<file path="config.mk">
export PLATFORM = sky130hd
export DESIGN_NAME = sense_req_responder
export DESIGN_NICKNAME = d
export VERILOG_FILES = /design/src/rtl/sr_pkg.sv /design/src/rtl/sr_sync.sv /design/src/rtl/sr_sck_edge.sv /design/src/rtl/sr_tx_shift.sv /design/src/rtl/sense_req_responder.sv
export SDC_FILE = /design/constraint.sdc
export NUM_CORES = 1
export LEC_CHECK = 0
export ABC_AREA = 1
export BUFFER_PORTS_ARGS = -buffer_cell sky130_fd_sc_hd__clkbuf_2
export CAP_MARGIN = 20
export CORE_ASPECT_RATIO = 0.6
export CORE_MARGIN = 1.5
export CORE_UTILIZATION = 50
export DETAILED_ROUTE_END_ITERATION = 8
export GPL_TIMING_DRIVEN = 0
export MAX_ROUTING_LAYER = met4
export PLACE_DENSITY = 0.77
export SYNTH_ARGS = -nofsm -noshare
export SYNTH_HDL_FRONTEND = slang
export SYNTH_SLANG_ARGS = --single-unit
</file>
<file path="constraint.sdc">
create_clock -name clk -period 1.6 [get_ports clk]
set_input_delay 0.24 -clock clk [delete_from_list [all_inputs] [get_ports clk]]
set_output_delay 0.24 -clock clk [all_outputs]
set_load 0.02 [all_outputs]
</file>
<file path="src/rtl/sr_pkg.sv">
package sr_pkg;

  typedef enum logic [2:0] {
    ST_IDLE,
    ST_ARM,
    ST_ACQ,
    ST_SEND,
    ST_SETUP
  } sr_state_e;

  // Converts a time in microseconds to clock cycles.
  function automatic int unsigned us_to_cycles(input int unsigned us, input int unsigned cyc_per_us);
    return us * cyc_per_us;
  endfunction

  // Leading edge: SCK moves away from its idle level.
  function automatic logic leading_edge(input logic rise, input logic fall, input logic idle_hi);
    return idle_hi ? fall : rise;
  endfunction

  // Trailing edge: SCK returns to its idle level.
  function automatic logic trailing_edge(input logic rise, input logic fall, input logic idle_hi);
    return idle_hi ? rise : fall;
  endfunction

endpackage

</file>
<file path="src/rtl/sr_sync.sv">
module sr_sync #(
  parameter int   STAGES  = 2,
  parameter logic RST_VAL = 1'b0
) (
  input  logic clk,
  input  logic rst_n,
  input  logic d,
  output logic q
);
  logic [STAGES-1:0] chain;

  always_ff @(posedge clk or negedge rst_n) begin
    if (!rst_n) chain <= {STAGES{RST_VAL}};
    else        chain <= {chain[STAGES-2:0], d};
  end

  assign q = chain[STAGES-1];
endmodule

</file>
<file path="src/rtl/sr_sck_edge.sv">
module sr_sck_edge (
  input  logic clk,
  input  logic rst_n,
  input  logic sck_s,
  input  logic idle_hi,
  input  logic launch_lead,
  output logic lead_ev,
  output logic trail_ev,
  output logic sample_ev,
  output logic launch_ev
);
  logic sck_d;
  logic rise, fall;

  always_ff @(posedge clk or negedge rst_n) begin
    if (!rst_n) sck_d <= 1'b0;
    else        sck_d <= sck_s;
  end

  assign rise      = sck_s & ~sck_d;
  assign fall      = ~sck_s & sck_d;
  assign lead_ev   = sr_pkg::leading_edge(rise, fall, idle_hi);
  assign trail_ev  = sr_pkg::trailing_edge(rise, fall, idle_hi);
  assign sample_ev = launch_lead ? trail_ev : lead_ev;
  assign launch_ev = launch_lead ? lead_ev : trail_ev;
endmodule

</file>
<file path="src/rtl/sr_tx_shift.sv">
module sr_tx_shift #(
  parameter int WORD_W  = 16,
  parameter int BYTE_W  = 8,
  parameter int GAP_CYC = 1200
) (
  input  logic              clk,
  input  logic              rst_n,
  input  logic              load,
  input  logic [WORD_W-1:0] load_data,
  input  logic              active,
  input  logic              sample_ev,
  input  logic              launch_ev,
  input  logic              lead_ev,
  output logic              bit_o,
  output logic              done,
  output logic              gap_err
);
  localparam int BC_W = $clog2(WORD_W + 1);
  localparam int GC_W = $clog2(GAP_CYC + 1);
  localparam logic [BC_W-1:0] LAST_BIT   = BC_W'(WORD_W - 1);
  localparam logic [BC_W-1:0] BYTE_LAST  = BC_W'(BYTE_W - 1);
  localparam logic [BC_W-1:0] BYTE_FIRST = BC_W'(BYTE_W);
  localparam logic [GC_W-1:0] GAP_LIM    = GC_W'(GAP_CYC);

  logic [WORD_W-1:0] shreg;
  logic [BC_W-1:0]   bit_cnt;
  logic [GC_W-1:0]   gap_cnt;
  logic              gap_short;

  // A leading edge of the second byte that arrives while the gap count is under the limit.
  assign gap_short = active && lead_ev && (bit_cnt == BYTE_FIRST) && (gap_cnt < GAP_LIM);

  always_ff @(posedge clk or negedge rst_n) begin
    if (!rst_n) begin
      shreg   <= '0;
      bit_cnt <= '0;
      gap_cnt <= '0;
      gap_err <= 1'b0;
    end else begin
      gap_err <= gap_short;
      if (load) begin
        shreg   <= load_data;
        bit_cnt <= '0;
        gap_cnt <= '0;
      end else if (active) begin
        if (launch_ev && bit_cnt != '0)
          shreg <= {shreg[WORD_W-2:0], 1'b0};
        if (sample_ev) begin
          bit_cnt <= bit_cnt + 1'b1;
          if (bit_cnt == BYTE_LAST) gap_cnt <= '0;
        end else if (gap_cnt < GAP_LIM) begin
          gap_cnt <= gap_cnt + 1'b1;
        end
      end
    end
  end

  assign bit_o = shreg[WORD_W-1];
  assign done  = active && sample_ev && (bit_cnt == LAST_BIT);

  assert_gap_err_follows_lead_R9: assert property (@(posedge clk) disable iff (!rst_n)
    gap_err |-> ($past(lead_ev) && $past(active)));

  assert_shreg_frozen_idle_R7: assert property (@(posedge clk) disable iff (!rst_n)
    (!active && !load) |=> $stable(shreg));

  assert_bitcnt_bound_R8: assert property (@(posedge clk) disable iff (!rst_n)
    active |-> (bit_cnt < BC_W'(WORD_W)));
endmodule

</file>
<file path="src/rtl/sense_req_responder.sv">
module sense_req_responder #(
  parameter int CYC_PER_US = 100,
  parameter int REQ_MIN_US = 30,
  parameter int GAP_US     = 12,
  parameter int WORD_W     = 16,
  parameter int BYTE_W     = 8,
  parameter int CNT_W      = 16
) (
  input  logic              clk,
  input  logic              rst_n,
  input  logic              req_n,
  input  logic              sck,
  input  logic              cpol,
  input  logic              launch_lead,
  input  logic [CNT_W-1:0]  acq_len,
  input  logic [WORD_W-1:0] meas_value,
  output logic              meas_en,
  output logic              setup_mode,
  output logic              sdo_o,
  output logic              sdo_oe,
  output logic              drdy_n_o,
  output logic              drdy_oe,
  output logic              gap_err
);
  import sr_pkg::*;

  localparam int unsigned REQ_MIN_CYC = us_to_cycles(REQ_MIN_US, CYC_PER_US);
  localparam int unsigned GAP_CYC     = us_to_cycles(GAP_US, CYC_PER_US);
  localparam logic [CNT_W-1:0] REQ_LIM = CNT_W'(REQ_MIN_CYC - 1);

  function automatic logic [CNT_W-1:0] last_acq_cycle(input logic [CNT_W-1:0] len);
    return (len == '0) ? '0 : len - 1'b1;
  endfunction

  sr_state_e        state;
  logic [CNT_W-1:0] cnt;
  logic             req_s, sck_s;
  logic             lead_ev, trail_ev, sample_ev, launch_ev;
  logic             talking, acq_end, tx_load, tx_done, tx_bit;

  sr_sync #(.STAGES(2), .RST_VAL(1'b1)) u_req_sync (
    .clk(clk), .rst_n(rst_n), .d(req_n), .q(req_s)
  );

  sr_sync #(.STAGES(2), .RST_VAL(1'b0)) u_sck_sync (
    .clk(clk), .rst_n(rst_n), .d(sck), .q(sck_s)
  );

  sr_sck_edge u_edge (
    .clk(clk), .rst_n(rst_n), .sck_s(sck_s), .idle_hi(cpol),
    .launch_lead(launch_lead), .lead_ev(lead_ev), .trail_ev(trail_ev),
    .sample_ev(sample_ev), .launch_ev(launch_ev)
  );

  // Named events for the assertions and the shifter.
  assign acq_end = (state == ST_ACQ) && (cnt >= last_acq_cycle(acq_len));
  assign tx_load = acq_end && req_s;
  assign talking = (state == ST_SEND);

  sr_tx_shift #(.WORD_W(WORD_W), .BYTE_W(BYTE_W), .GAP_CYC(GAP_CYC)) u_tx (
    .clk(clk), .rst_n(rst_n), .load(tx_load), .load_data(meas_value),
    .active(talking), .sample_ev(sample_ev), .launch_ev(launch_ev),
    .lead_ev(lead_ev), .bit_o(tx_bit), .done(tx_done), .gap_err(gap_err)
  );

  always_ff @(posedge clk or negedge rst_n) begin
    if (!rst_n) begin
      state <= ST_IDLE;
      cnt   <= '0;
    end else begin
      unique case (state)
        ST_IDLE: if (!req_s) begin
          state <= ST_ARM;
          cnt   <= CNT_W'(1);
        end
        ST_ARM: begin
          if (req_s) begin
            state <= ST_IDLE;
          end else if (cnt >= REQ_LIM) begin
            state <= ST_ACQ;
            cnt   <= '0;
          end else begin
            cnt <= cnt + 1'b1;
          end
        end
        ST_ACQ: begin
          if (acq_end) begin
            state <= req_s ? ST_SEND : ST_SETUP;
            cnt   <= '0;
          end else begin
            cnt <= cnt + 1'b1;
          end
        end
        ST_SEND:  if (tx_done) state <= ST_IDLE;
        ST_SETUP: if (req_s)   state <= ST_IDLE;
        default:  state <= ST_IDLE;
      endcase
    end
  end

  assign meas_en    = (state == ST_ACQ);
  assign setup_mode = (state == ST_SETUP);
  assign sdo_oe     = talking;
  assign drdy_oe    = talking;
  assign drdy_n_o   = ~talking;
  assign sdo_o      = talking & tx_bit;

  assert_drdy_after_acq_R4: assert property (@(posedge clk) disable iff (!rst_n)
    $rose(drdy_oe) |-> $past(meas_en));

  assert_setup_after_held_req_R3: assert property (@(posedge clk) disable iff (!rst_n)
    $rose(setup_mode) |-> ($past(meas_en) && !$past(req_s)));

  assert_acq_needs_low_req_R1: assert property (@(posedge clk) disable iff (!rst_n)
    $rose(meas_en) |-> !$past(req_s));

  assert_release_after_last_bit_R8: assert property (@(posedge clk) disable iff (!rst_n)
    tx_done |=> (!drdy_oe && !sdo_oe));

  assert_no_meas_while_talking_R10: assert property (@(posedge clk) disable iff (!rst_n)
    $rose(talking) |=> !meas_en);
endmodule

</file>
==> flow_metrics.py, run 1 <==
metrics = {
    "synth": {
        "synth.cell_area_mm2": 0.00407,
        "synth-warning-count": 0,
        "postSynthNetCount": 622,
        "yosysUniqueCellTypes": 36,
        "synthFlopType": "sky130_fd_sc_hd__dfrtp_1",
        "asyncSetResetFlopFracSynth_pct": 100,
        "synthCells": 561,
        "seq_total_area_yosys_pct": 35.1,
        "synth.most_common_cell": "sky130_fd_sc_hd__nand2_1",
        "syn_avg_cell_area_um2": 7.26,
        "synth_top_cell_area_share_pct": 33.8,
        "synth_top_cells_by_area": "sky130_fd_sc_hd__dfrtp_1 34%, sky130_fd_sc_hd__nand2_1 13%, sky130_fd_sc_hd__nand3_1 9.8%, sky130_fd_sc_hd__ha_1 7.1%, sky130_fd_sc_hd__inv_1 5.9%",
        "post_synthesis_cell_type_with_the_largest_combined_area": "sky130_fd_sc_hd__dfrtp_1",
        "post_synth_most_frequent_cells": "144 x sky130_fd_sc_hd__nand2_1, 80 x sky130_fd_sc_hd__nand3_1, 64 x sky130_fd_sc_hd__inv_1",
        "yosys_register_bits": 57,
        "synth_edf_count": 0,
    },
    "outcome": {
        "outcome": "finished with violations",
        "violated_checks": "setup timing",
    },
    "floorplanning": {
        "floorplan.io_pins": 45,
        "dieWidth_um": 119,
        "starting_utilization_of_the_core_area_pct": 51.7,
        "design.die.area_mm2": 0.00871,
        "placeableCoreArea_mm2": 0.00788,
        "die_h_um": 72.9,
        "num_rows": 25,
    },
    "route": {
        "firstDrtPassIters": 5,
        "drt_first_iter_violations": 410,
        "post_drt_wl_per_cell_um": 15.1,
        "routed_wl_um": 11300,
        "routed_via_count_divided_by_cell_count": 5.50,
        "detail-route-antenna-nets": 0,
        "route.vias.total": 4130,
        "post-route-drc-count": 0,
    },
    "layout": {
        "antennaDiodeCount": 0,
        "finalNetCount": 701,
        "drive_above_1_share_pct": 29.4,
        "fin_cells": 751,
        "synthToLayoutAreaGrowth_pct": 31.2,
    },
    "place": {
        "port-buffer-count": 44,
        "gp_congestion": 0.884,
        "place_ws_ns": -1.48,
        "post-place-cells": 713,
        "dp.final_hpwl_um": 7490,
    },
    "global_route": {
        "first_global_vias": 3827,
        "initial_antenna_violation_count": 0,
        "grt_max_degree": 58,
        "wire_length_of_the_first_global_routing_pass_um": 17800,
        "grt_overflow": 0,
        "grt.total_usage_pct": 27.1,
    },
    "pwr": {
        "total_switching_power_mw": 2.61,
        "power.clock.fraction_pct": 25.9,
        "power_per_cell_area_mw_per_mm2": 1240,
        "comb_power_share_pct": 40.3,
        "swShare_pct": 39.3,
        "cellLeakagePower_nw": 2.74,
        "peakVddDrop_mv": 0.607,
        "pwr-share-seq_pct": 33.7,
        "power.internal_mw": 4.02,
    },
    "timing": {
        "period_needed_ns": 2.50,
        "grt_setup_unrepaired": "yes",
        "period_share_pct": 156,
        "hold_viol": 0,
        "setup_viol": 51,
        "fin_worst_skew_ns": 0.00383,
        "slew_viol_final": 0,
        "maxSlewHeadroom_pct": 47.1,
        "tightestPinTransition_ns": 0.793,
        "layout_setup_ws_ns": -0.895,
        "clock.fmax_mhz": 401,
    },
    "worst_setup_path": {
        "worstPathMaxFanout": 7,
        "cp-start-kind": "primary input",
        "criticalPathCategory": "in -> reg",
        "critical_path.reg2reg.startpoint": "cnt[3]",
        "crit_required_ns": 1.81,
        "timing.critical_path.from": "acq_len[11]",
        "worst_ep_arrival_time_ns": 2.70,
        "end_kind": "register",
    },
    "clock_tree": {
        "cts_tree": "done",
        "clock_latency_ns": 0.33,
        "cts_htree_levels": 3,
        "clock_tree.root_cell": "sky130_fd_sc_hd__clkbuf_16",
        "cts.sink_count": 57,
        "cts_inserted_buffers": 9,
        "clkTransAtPathRegs_ns": 0.05,
        "clockBufferDepth": 2,
    },
    "worst_hold_path": {
        "holdCritPathClass": "in -> async",
    },
    "flow_run": {
        "timing.max_cap.violations": 0,
    },
}
[through the flow]
step           hold slack [ns]  TNS (ns)  util [%]  instance area, um^2  power (mW)
6_report                0.0203    -42.24      67.8                 5340        6.63
5_1_grt                 0.0339    -48.05      67.8                 5340        7.03
4_1_cts                 0.0298    -36.96      65.1                 5130        6.47
3_5_place_dp             0.329    -69.85      57.4                 4530        4.34
3_3_place_gp             0.331    -65.39      57.4                 4520        4.24
2_1_floorplan          -0.0556    -38.23         -                 4170        3.71
[logic make-up after synthesis]
kind of cell	count (synthesis)	synth area share, %
buf+inv	84	9.25
xor+xnor	28	6.02
flops	57	35.1
simple gates	328	37.2
compound gates	41	5.32
fa+ha+maj	23	7.07
[timing repair]
action | CTS | global route
cloned | 0 | 2
resized for setup | 45 | 54
pin swaps | 18 | 7
hold buffers | 1 | 0
hold endpoints to repair | 1 | 0
endpoints found under the setup margin | 55 | 54
buffers inserted | 21 | 0
[layer usage]
metal	wire (um)	share of wire (%)	vias to the layer above	global-route usage (%)
li1	-	-	1993	-
met1	5020	44	1925	36.1
met2	5040	44	181	40.7
met3	1100	9.7	31	7.81
met4	191	1.7	0	7.54
met5	0	0	-	-
[registers in the layout (all words and copies together), names as in the netlist]
register,cells
state,3
u_tx.gap_err,1
u_req_sync.chain,2
cnt,16
u_tx.bit_cnt,5
u_sck_sync.chain,2
u_edge.sck_d,1
u_tx.gap_cnt,11
u_tx.shreg,16
[power by group through the flow]
stage | Combinational, mW | Clock (mW) | Sequential, mW
floorplan | 1.58 | 0 | 2.13
global placement | 2.05 | 0 | 2.19
detailed placement | 2.13 | 0 | 2.21
CTS | 2.52 | 1.75 | 2.20
global route | 2.94 | 1.81 | 2.28
finish | 2.67 | 1.72 | 2.24
[cell type report]
class	count	area [um^2]
multi-input cells	420	2630
fillers	645	2540
flip-flops and latches	57	1430
repair buffers	68	473
inverters	70	265
clock buffers	14	264
plain buffers	14	145
well taps	108	135
[cells in the final DEF, fill, tap and decap left out, types with 7 or more instances in the layout]
cell and instances:
sky130_fd_sc_hd__nand2_1 135, sky130_fd_sc_hd__clkbuf_16 10, sky130_fd_sc_hd__a21oi_1 9, sky130_fd_sc_hd__buf_2 7
sky130_fd_sc_hd__nand4_1 20, sky130_fd_sc_hd__ha_1 21, sky130_fd_sc_hd__o21ai_0 18, sky130_fd_sc_hd__dfrtp_1 52
sky130_fd_sc_hd__nor2_4 9, sky130_fd_sc_hd__clkbuf_2 37, sky130_fd_sc_hd__xor2_1 23, sky130_fd_sc_hd__buf_4 19
sky130_fd_sc_hd__nor3_1 8, sky130_fd_sc_hd__buf_6 10, sky130_fd_sc_hd__nand3_1 46, sky130_fd_sc_hd__nor2_1 39
sky130_fd_sc_hd__inv_1 58, sky130_fd_sc_hd__nand3_2 39, sky130_fd_sc_hd__inv_2 10
[worst paths after layout]
kind                                       endpoint  slack (ns)  cells after the start
worst max-delay path                  u_tx.shreg[1]       -0.90                     19
worst min-delay path                        cnt[13]        0.02                      1
worst max register to register       u_tx.shreg[15]       -0.44                     13
worst min register to register  u_sck_sync.chain[1]        0.35                      0
max in group asynchronous                  state[1]        1.03                      1
min in group clk                u_sck_sync.chain[0]        0.04                      1
[critical path, stage by stage]
cell,delay (ns)
sky130_fd_sc_hd__buf_2,0.16
sky130_fd_sc_hd__nor2_4,0.15
sky130_fd_sc_hd__nand2_2,0.07
sky130_fd_sc_hd__nor2_1,0.10
sky130_fd_sc_hd__nand4_1,0.25
sky130_fd_sc_hd__buf_6,0.24
sky130_fd_sc_hd__and2_1,0.14
sky130_fd_sc_hd__ha_1,0.27
sky130_fd_sc_hd__nand4_1,0.10
sky130_fd_sc_hd__nor2_1,0.11
sky130_fd_sc_hd__nor2_1,0.05
sky130_fd_sc_hd__nand2_1,0.10
sky130_fd_sc_hd__nand2_2,0.11
sky130_fd_sc_hd__nand2_4,0.09
sky130_fd_sc_hd__nand2_4,0.07
sky130_fd_sc_hd__buf_12,0.16
sky130_fd_sc_hd__clkbuf_16,0.15
sky130_fd_sc_hd__nand3_2,0.06
sky130_fd_sc_hd__nand3_2,0.07
Note: power is estimated with default switching activity, not from simulation.
==> inputs of run 2 (changes only) <==
--- a/config.mk
+++ b/config.mk
@@ -10,11 +10,11 @@
 export CAP_MARGIN = 20
 export CORE_ASPECT_RATIO = 0.6
 export CORE_MARGIN = 1.5
-export CORE_UTILIZATION = 50
+export CORE_UTILIZATION = 35
 export DETAILED_ROUTE_END_ITERATION = 8
 export GPL_TIMING_DRIVEN = 0
 export MAX_ROUTING_LAYER = met4
-export PLACE_DENSITY = 0.77
+export PLACE_DENSITY = 0.59
 export SYNTH_ARGS = -nofsm -noshare
 export SYNTH_HDL_FRONTEND = slang
 export SYNTH_SLANG_ARGS = --single-unit
==> run 2 against run 1 <==
The flow still finishes with violations (setup timing); fmax increased by 3.8%; clock skew increased by 0.0035 ns; clock power increased by 10%; total power increased by 3.6%; first-iteration DRC count decreased by 54%; via count decreased by 4.8%; register-to-register slack improved by 0.02 ns; worst setup slack improved by 0.092 ns; combinational power increased by 2%; sequential share of layout area decreased by 1.2 points; critical path type unchanged.
==> flow_metrics.py, run 2 (same netlist as run 1, synthesis figures left out) <==
metrics = {
    "route": {
        "route.vias.total": 3932,
        "routed_wl_um": 10800,
        "firstDrtPassIters": 5,
        "routed_via_count_divided_by_cell_count": 4.88,
        "post-route-drc-count": 0,
        "post_drt_wl_per_cell_um": 13.4,
        "detail-route-antenna-nets": 0,
        "drt_first_iter_violations": 187,
    },
    "floorplanning": {
        "dieWidth_um": 142,
        "placeableCoreArea_mm2": 0.0113,
        "design.die.area_mm2": 0.0123,
        "num_rows": 30,
        "starting_utilization_of_the_core_area_pct": 36.0,
        "die_h_um": 86.5,
        "floorplan.io_pins": 45,
    },
    "pwr": {
        "swShare_pct": 39.2,
        "power.internal_mw": 4.18,
        "power.clock.fraction_pct": 27.6,
        "cellLeakagePower_nw": 2.83,
        "comb_power_share_pct": 39.8,
        "fin_total_pwr_mw": 6.87,
        "total_switching_power_mw": 2.69,
        "power_per_cell_area_mw_per_mm2": 1230,
        "peakVddDrop_mv": 0.480,
        "pwr-share-seq_pct": 32.6,
    },
    "layout": {
        "area_of_combinational_cells_with_multiple_inputs_mm2": 0.00269,
        "synthToLayoutAreaGrowth_pct": 37.4,
        "reg.largest.list": "cnt: 16 flops, u_tx.shreg: 16 flops, u_tx.gap_cnt: 11 flops",
        "most_common_library_cell_in_the_layout_ignoring_fill_and_taps": "sky130_fd_sc_hd__nand2_1",
        "final_cell_area_mm2": 0.00560,
        "drive_above_1_share_pct": 31.5,
        "final_cell_mix": "134 x sky130_fd_sc_hd__nand2_1, 60 x sky130_fd_sc_hd__inv_1, 52 x sky130_fd_sc_hd__dfrtp_1",
        "layout.area.seq_mm2": 0.00143,
        "finalNetCount": 701,
        "fin_cells": 805,
        "antennaDiodeCount": 0,
        "number_of_filler_cells_placed_in_the_layout": 1097,
    },
    "worst_setup_path": {
        "crit_chain": "buf_6, or2_4, nor2_4, nand2_4, nor3_4, nand3_1, xnor2_1, nand2_1, ha_1, nand4_1, nor2_1, nand2_2, nand2_2, nand2_4, buf_12, clkbuf_16, nand3_4, nand3_2",
        "buffers_and_inverters_on_the_worst_path": 3,
        "worstPathMaxFanout": 5,
        "end_kind": "register",
        "timing.critical_path.slowest_stage_cell": "sky130_fd_sc_hd__ha_1",
        "timing.critical_path.from": "acq_len[4]",
        "r2r_cells": 10,
        "timing.critical_path.slowest_cell_delay_ns": 0.31,
        "cp-start-kind": "primary input",
        "crit_required_ns": 1.82,
        "worst-path-stages": 18,
        "cp-endpoint": "u_tx.shreg[4]",
        "criticalPathCategory": "in -> reg",
        "r2r_setup_slack_ns": -0.42,
        "rr_endpoint": "u_tx.gap_cnt[1]",
        "critical_path.reg2reg.startpoint": "u_sck_sync.chain[1]",
        "worst_ep_arrival_time_ns": 2.62,
        "gate_family_responsible_for_the_most_delay_along_the_worst_path": "simple AND/OR/NAND/NOR gates",
    },
    "timing": {
        "maxSlewHeadroom_pct": 44.8,
        "clock.fmax_mhz": 416,
        "tightestPinTransition_ns": 0.828,
        "grt_setup_unrepaired": "yes",
        "fin_worst_skew_ns": 0.00736,
        "setup_tns_final_ns": -37.59,
        "period_needed_ns": 2.40,
        "period_share_pct": 150,
        "layout_setup_ws_ns": -0.803,
        "setup_viol": 51,
        "hold_viol": 0,
        "slew_viol_final": 0,
    },
    "global_route": {
        "initial_antenna_violation_count": 0,
        "grt_overflow": 0,
        "wire_length_of_the_first_global_routing_pass_um": 17600,
        "grt.total_usage_pct": 18.8,
        "grt_max_degree": 58,
        "first_global_vias": 3715,
    },
    "place": {
        "placedInstanceArea_mm2": 0.00459,
        "gp_congestion": 0.852,
        "port-buffer-count": 44,
        "dp.final_hpwl_um": 7520,
        "post-place-cells": 765,
    },
    "worst_hold_path": {
        "holdCritPathClass": "in -> reg",
    },
    "outcome": {
        "outcome": "finished with violations",
        "violated_checks": "setup timing",
    },
    "clock_tree": {
        "cts_tree": "done",
        "clkTransAtPathRegs_ns": 0.05,
        "cts.sink_count": 57,
        "clock_latency_ns": 0.33,
        "cts_inserted_buffers": 9,
        "clock_tree.root_cell": "sky130_fd_sc_hd__clkbuf_16",
        "cts_htree_levels": 3,
        "clockBufferDepth": 2,
    },
    "flow_run": {
        "timing.max_cap.violations": 0,
    },
}
run 2: metrics by stage:
| step | hold WS, ns | setup WS, ns | utilization (%) |
|---|---|---|---|
| after floorplan | -0.0556 | -0.816 | - |
| after global placement | 0.331 | -1.47 | 40.6 |
| after detailed placement | 0.333 | -1.49 | 40.6 |
| after CTS | 0.0117 | -0.764 | 45.6 |
| after global routing | 0.0199 | -0.964 | 49.5 |
| final | 0.0233 | -0.803 | 49.5 |
run 2: timing repair:
item | CTS | global route
cloned | 0 | 4
resized for setup | 50 | 77
setup endpoints to repair | 54 | 54
pin swaps | 15 | 32
setup buffers | 15 | 4
hold buffers | 1 | 0
hold endpoints to repair | 1 | 0
run 2: layout make-up:
class                   instances  area share [%]
multi-input cells             420            48.1
flip-flops and latches         57            25.6
repair buffers                 68            9.70
inverters                      70            5.01
clock buffers                  10            4.27
well taps                     160            3.58
plain buffers                  14            2.68
clock inverters                 6            1.03
run 2: worst min-delay path by stage:
| stage | from | to | slack, ns | depth (start not counted) |
|---|---|---|---|---|
| finish | sck | u_sck_sync.chain[0] | 0.02 | 1 |
| global placement | req_n | u_req_sync.chain[0] | 0.33 | 1 |
| floorplan | rst_n | cnt[0] | -0.06 | 0 |
| detailed placement | req_n | u_req_sync.chain[0] | 0.33 | 1 |
| CTS | sck | u_sck_sync.chain[0] | 0.01 | 1 |
| global route | sck | u_sck_sync.chain[0] | 0.02 | 1 |
run 2: routing by layer:
| layer | track usage, % | part of all wire [%] | vias to the layer above |
|---|---|---|---|
| li1 | - | - | 1982 |
| met5 | - | 0 | - |
| met1 | 27.0 | 51 | 1850 |
| met4 | 5.72 | 1.3 | 0 |
| met2 | 26.0 | 41 | 88 |
| met3 | 4.31 | 6.1 | 12 |
run 2: power groups by stage:
stage / Clock [mW] / Sequential, mW / Combinational, mW
floorplan: 0 / 2.13 / 1.58
global placement: 0 / 2.20 / 2.07
detailed placement: 0 / 2.20 / 2.15
CTS: 1.95 / 2.19 / 2.47
global route: 2.02 / 2.29 / 3.05
finish: 1.90 / 2.24 / 2.73
==> inputs of run 3 (changes only) <==
--- a/config.mk
+++ b/config.mk
@@ -6,15 +6,16 @@
 export NUM_CORES = 1
 export LEC_CHECK = 0
 export ABC_AREA = 1
-export BUFFER_PORTS_ARGS = -buffer_cell sky130_fd_sc_hd__clkbuf_2
 export CAP_MARGIN = 20
 export CORE_ASPECT_RATIO = 0.6
 export CORE_MARGIN = 1.5
 export CORE_UTILIZATION = 35
 export DETAILED_ROUTE_END_ITERATION = 8
+export DONT_BUFFER_PORTS = 1
 export GPL_TIMING_DRIVEN = 0
 export MAX_ROUTING_LAYER = met4
-export PLACE_DENSITY = 0.59
+export PLACE_DENSITY = 0.56
+export SKIP_LAST_GASP = 1
 export SYNTH_ARGS = -nofsm -noshare
 export SYNTH_HDL_FRONTEND = slang
 export SYNTH_SLANG_ARGS = --single-unit
==> run 3 against run 2 <==
The flow still finishes with violations (setup timing); sequential power barely moved; via count is 5.5% lower; sequential cell count unchanged; wire length decreased by 4.5%; worst hold slack better by 0.021 ns; highest routed layer unchanged; first-iteration DRC count is 25% higher; largest power group unchanged; clock skew is 0.00088 ns lower; fmax up 4.8%; global-route usage hardly changed; worst setup slack gained 0.11 ns; sequential share of layout area is 2.7 points higher; die area did not move.
==> flow_metrics.py, run 3 (same netlist as run 1, synthesis figures left out) <==
metrics = {
    "floorplanning": {
        "floorplan.io_pins": 45,
        "die_h_um": 86.5,
        "starting_utilization_of_the_core_area_pct": 36.0,
        "placeableCoreArea_mm2": 0.0113,
        "dieWidth_um": 142,
        "design.die.area_mm2": 0.0123,
        "num_rows": 30,
    },
    "global_route": {
        "initial_antenna_violation_count": 0,
        "first_global_vias": 3524,
        "grt.total_usage_pct": 18.7,
        "grt_max_degree": 58,
        "wire_length_of_the_first_global_routing_pass_um": 17600,
        "grt_overflow": 0,
    },
    "timing": {
        "clock.fmax_mhz": 436,
        "layout_setup_ws_ns": -0.692,
        "setup_tns_final_ns": -31.84,
        "slew_viol_final": 0,
        "grt_setup_unrepaired": "yes",
        "fin_worst_skew_ns": 0.00648,
        "hold_viol": 0,
        "period_share_pct": 143,
        "tightestPinTransition_ns": 0.514,
        "maxSlewHeadroom_pct": 65.7,
        "setup_viol": 52,
        "period_needed_ns": 2.29,
    },
    "place": {
        "port-buffer-count": 0,
        "gp_congestion": 0.879,
        "dp.final_hpwl_um": 7580,
        "post-place-cells": 721,
        "place_ws_ns": -1.38,
        "placedInstanceArea_mm2": 0.00437,
    },
    "route": {
        "firstDrtPassIters": 5,
        "post_drt_wl_per_cell_um": 13.6,
        "post-route-drc-count": 0,
        "routed_wl_um": 10300,
        "routed_via_count_divided_by_cell_count": 4.91,
        "detail-route-antenna-nets": 0,
        "route.vias.total": 3716,
        "drt_first_iter_violations": 233,
    },
    "pwr": {
        "power_per_cell_area_mw_per_mm2": 1320,
        "cellLeakagePower_nw": 2.50,
        "peakVddDrop_mv": 0.621,
        "fin_total_pwr_mw": 6.67,
    },
    "worst_setup_path": {
        "criticalPathCategory": "in -> reg",
        "crit_chain": "or2_4, nor2_4, nand2_4, nor3_4, nand3_2, xnor2_2, nand2_1, ha_1, nand4_1, a21oi_2, nor2_2, buf_4, nand3_2, nand2_4, buf_4, nand2_1, o21ai_0",
        "worst-path-stages": 17,
        "timing.critical_path.slowest_cell_delay_ns": 0.29,
        "timing.critical_path.slowest_stage_cell": "sky130_fd_sc_hd__ha_1",
        "worstPathMaxFanout": 5,
        "r2r_cells": 14,
        "gate_family_responsible_for_the_most_delay_along_the_worst_path": "simple AND/OR/NAND/NOR gates",
        "end_kind": "register",
        "worst_ep_arrival_time_ns": 2.49,
        "cp-start-kind": "primary input",
        "crit_required_ns": 1.79,
        "buffers_and_inverters_on_the_worst_path": 2,
    },
    "worst_hold_path": {
        "min_path_cells": 2,
        "holdCritPathClass": "in -> reg",
    },
    "clock_tree": {
        "clockBufferDepth": 2,
        "clock_latency_ns": 0.33,
        "cts_htree_levels": 3,
        "cts.sink_count": 57,
        "clock_tree.root_cell": "sky130_fd_sc_hd__clkbuf_16",
        "cts_inserted_buffers": 9,
        "clkTransAtPathRegs_ns": 0.05,
        "cts_tree": "done",
    },
    "outcome": {
        "outcome": "finished with violations",
        "violated_checks": "setup timing",
    },
    "layout": {
        "final_cell_area_mm2": 0.00506,
        "reg.largest.list": "cnt: 16 flops, u_tx.shreg: 16 flops, u_tx.gap_cnt: 11 flops",
        "number_of_filler_cells_placed_in_the_layout": 1110,
        "final_cell_mix": "138 x sky130_fd_sc_hd__nand2_1, 67 x sky130_fd_sc_hd__nand3_1, 60 x sky130_fd_sc_hd__inv_1",
        "finalNetCount": 654,
        "most_common_library_cell_in_the_layout_ignoring_fill_and_taps": "sky130_fd_sc_hd__nand2_1",
        "synthToLayoutAreaGrowth_pct": 24.3,
        "fin_cells": 757,
        "antennaDiodeCount": 0,
        "drive_above_1_share_pct": 19.8,
    },
    "flow_run": {
        "timing.max_cap.violations": 0,
    },
}
==> run 3: changes by cell type in the layout (fill, tap and decap cells not counted), sizes merged <==
cell | previous run | this run
clkinv | 6 | 2
dlygate4sd3 | 1 | 3
clkbuf | 54 | 14
buf | 37 | 31
==> run 3: power by group <==
group          internal [mW]  switching (mW)
clock                   1.36           0.642
combinational          0.948            1.51
sequential              1.84           0.367
==> run 3: path summary, 6_finish.rpt <==
check / from / end / slack, ns
worst min-delay path: meas_value[10] / u_tx.shreg[10] / 0.04
worst min register to register: u_sck_sync.chain[0] / u_sck_sync.chain[1] / 0.36
min in group asynchronous: rst_n / u_tx.bit_cnt[2] / 0.44
worst max register to register: cnt[6] / u_tx.shreg[5] / -0.43
max in group asynchronous: rst_n / u_req_sync.chain[1] / 0.85
worst max-delay path: acq_len[3] / cnt[6] / -0.69
==> run 3: cell type report <==
class / instances / area, um^2 / area share [%]
Tap cell: 160 / 200 / 3.96
Buffer: 14 / 140 / 2.77
Clock inverter: 2 / 35.0 / 0.692
Inverter: 70 / 282 / 5.56
Clock buffer: 13 / 280 / 5.54
Sequential cell: 57 / 1430 / 28.3
Multi-Input combinational cell: 420 / 2500 / 49.5
Timing Repair Buffer: 21 / 186 / 3.68
==> run 3: metrics by stage <==
| stage | util [%] | hold WS, ns |
|---|---|---|
| after detailed placement | 38.7 | -0.0542 |
| after global placement | 38.7 | -0.0539 |
| final | 44.8 | 0.0447 |
| after global routing | 44.8 | 0.0364 |
| after CTS | 44.3 | 0.0362 |
| after floorplan | - | -0.0556 |
==> run 3: metal layers <==
layer	vias up	global-route usage, %	routed length [um]
met4	0	3.19	65
met5	-	-	0
met1	1733	27.6	5660
li1	1900	-	-
met2	78	26.0	4120
met3	5	4.70	464
==> run 3: what timing repair did <==
| action | in CTS | in global routing |
|---|---|---|
| hold buffers | 4 | 0 |
| pin swaps | 14 | 2 |
| buffers inserted | 14 | 2 |
| setup endpoints to repair | 54 | 53 |
| gates resized for setup | 52 | 11 |
| endpoints found under the hold margin | 59 | 0 |
| gates cloned | 0 | 1 |
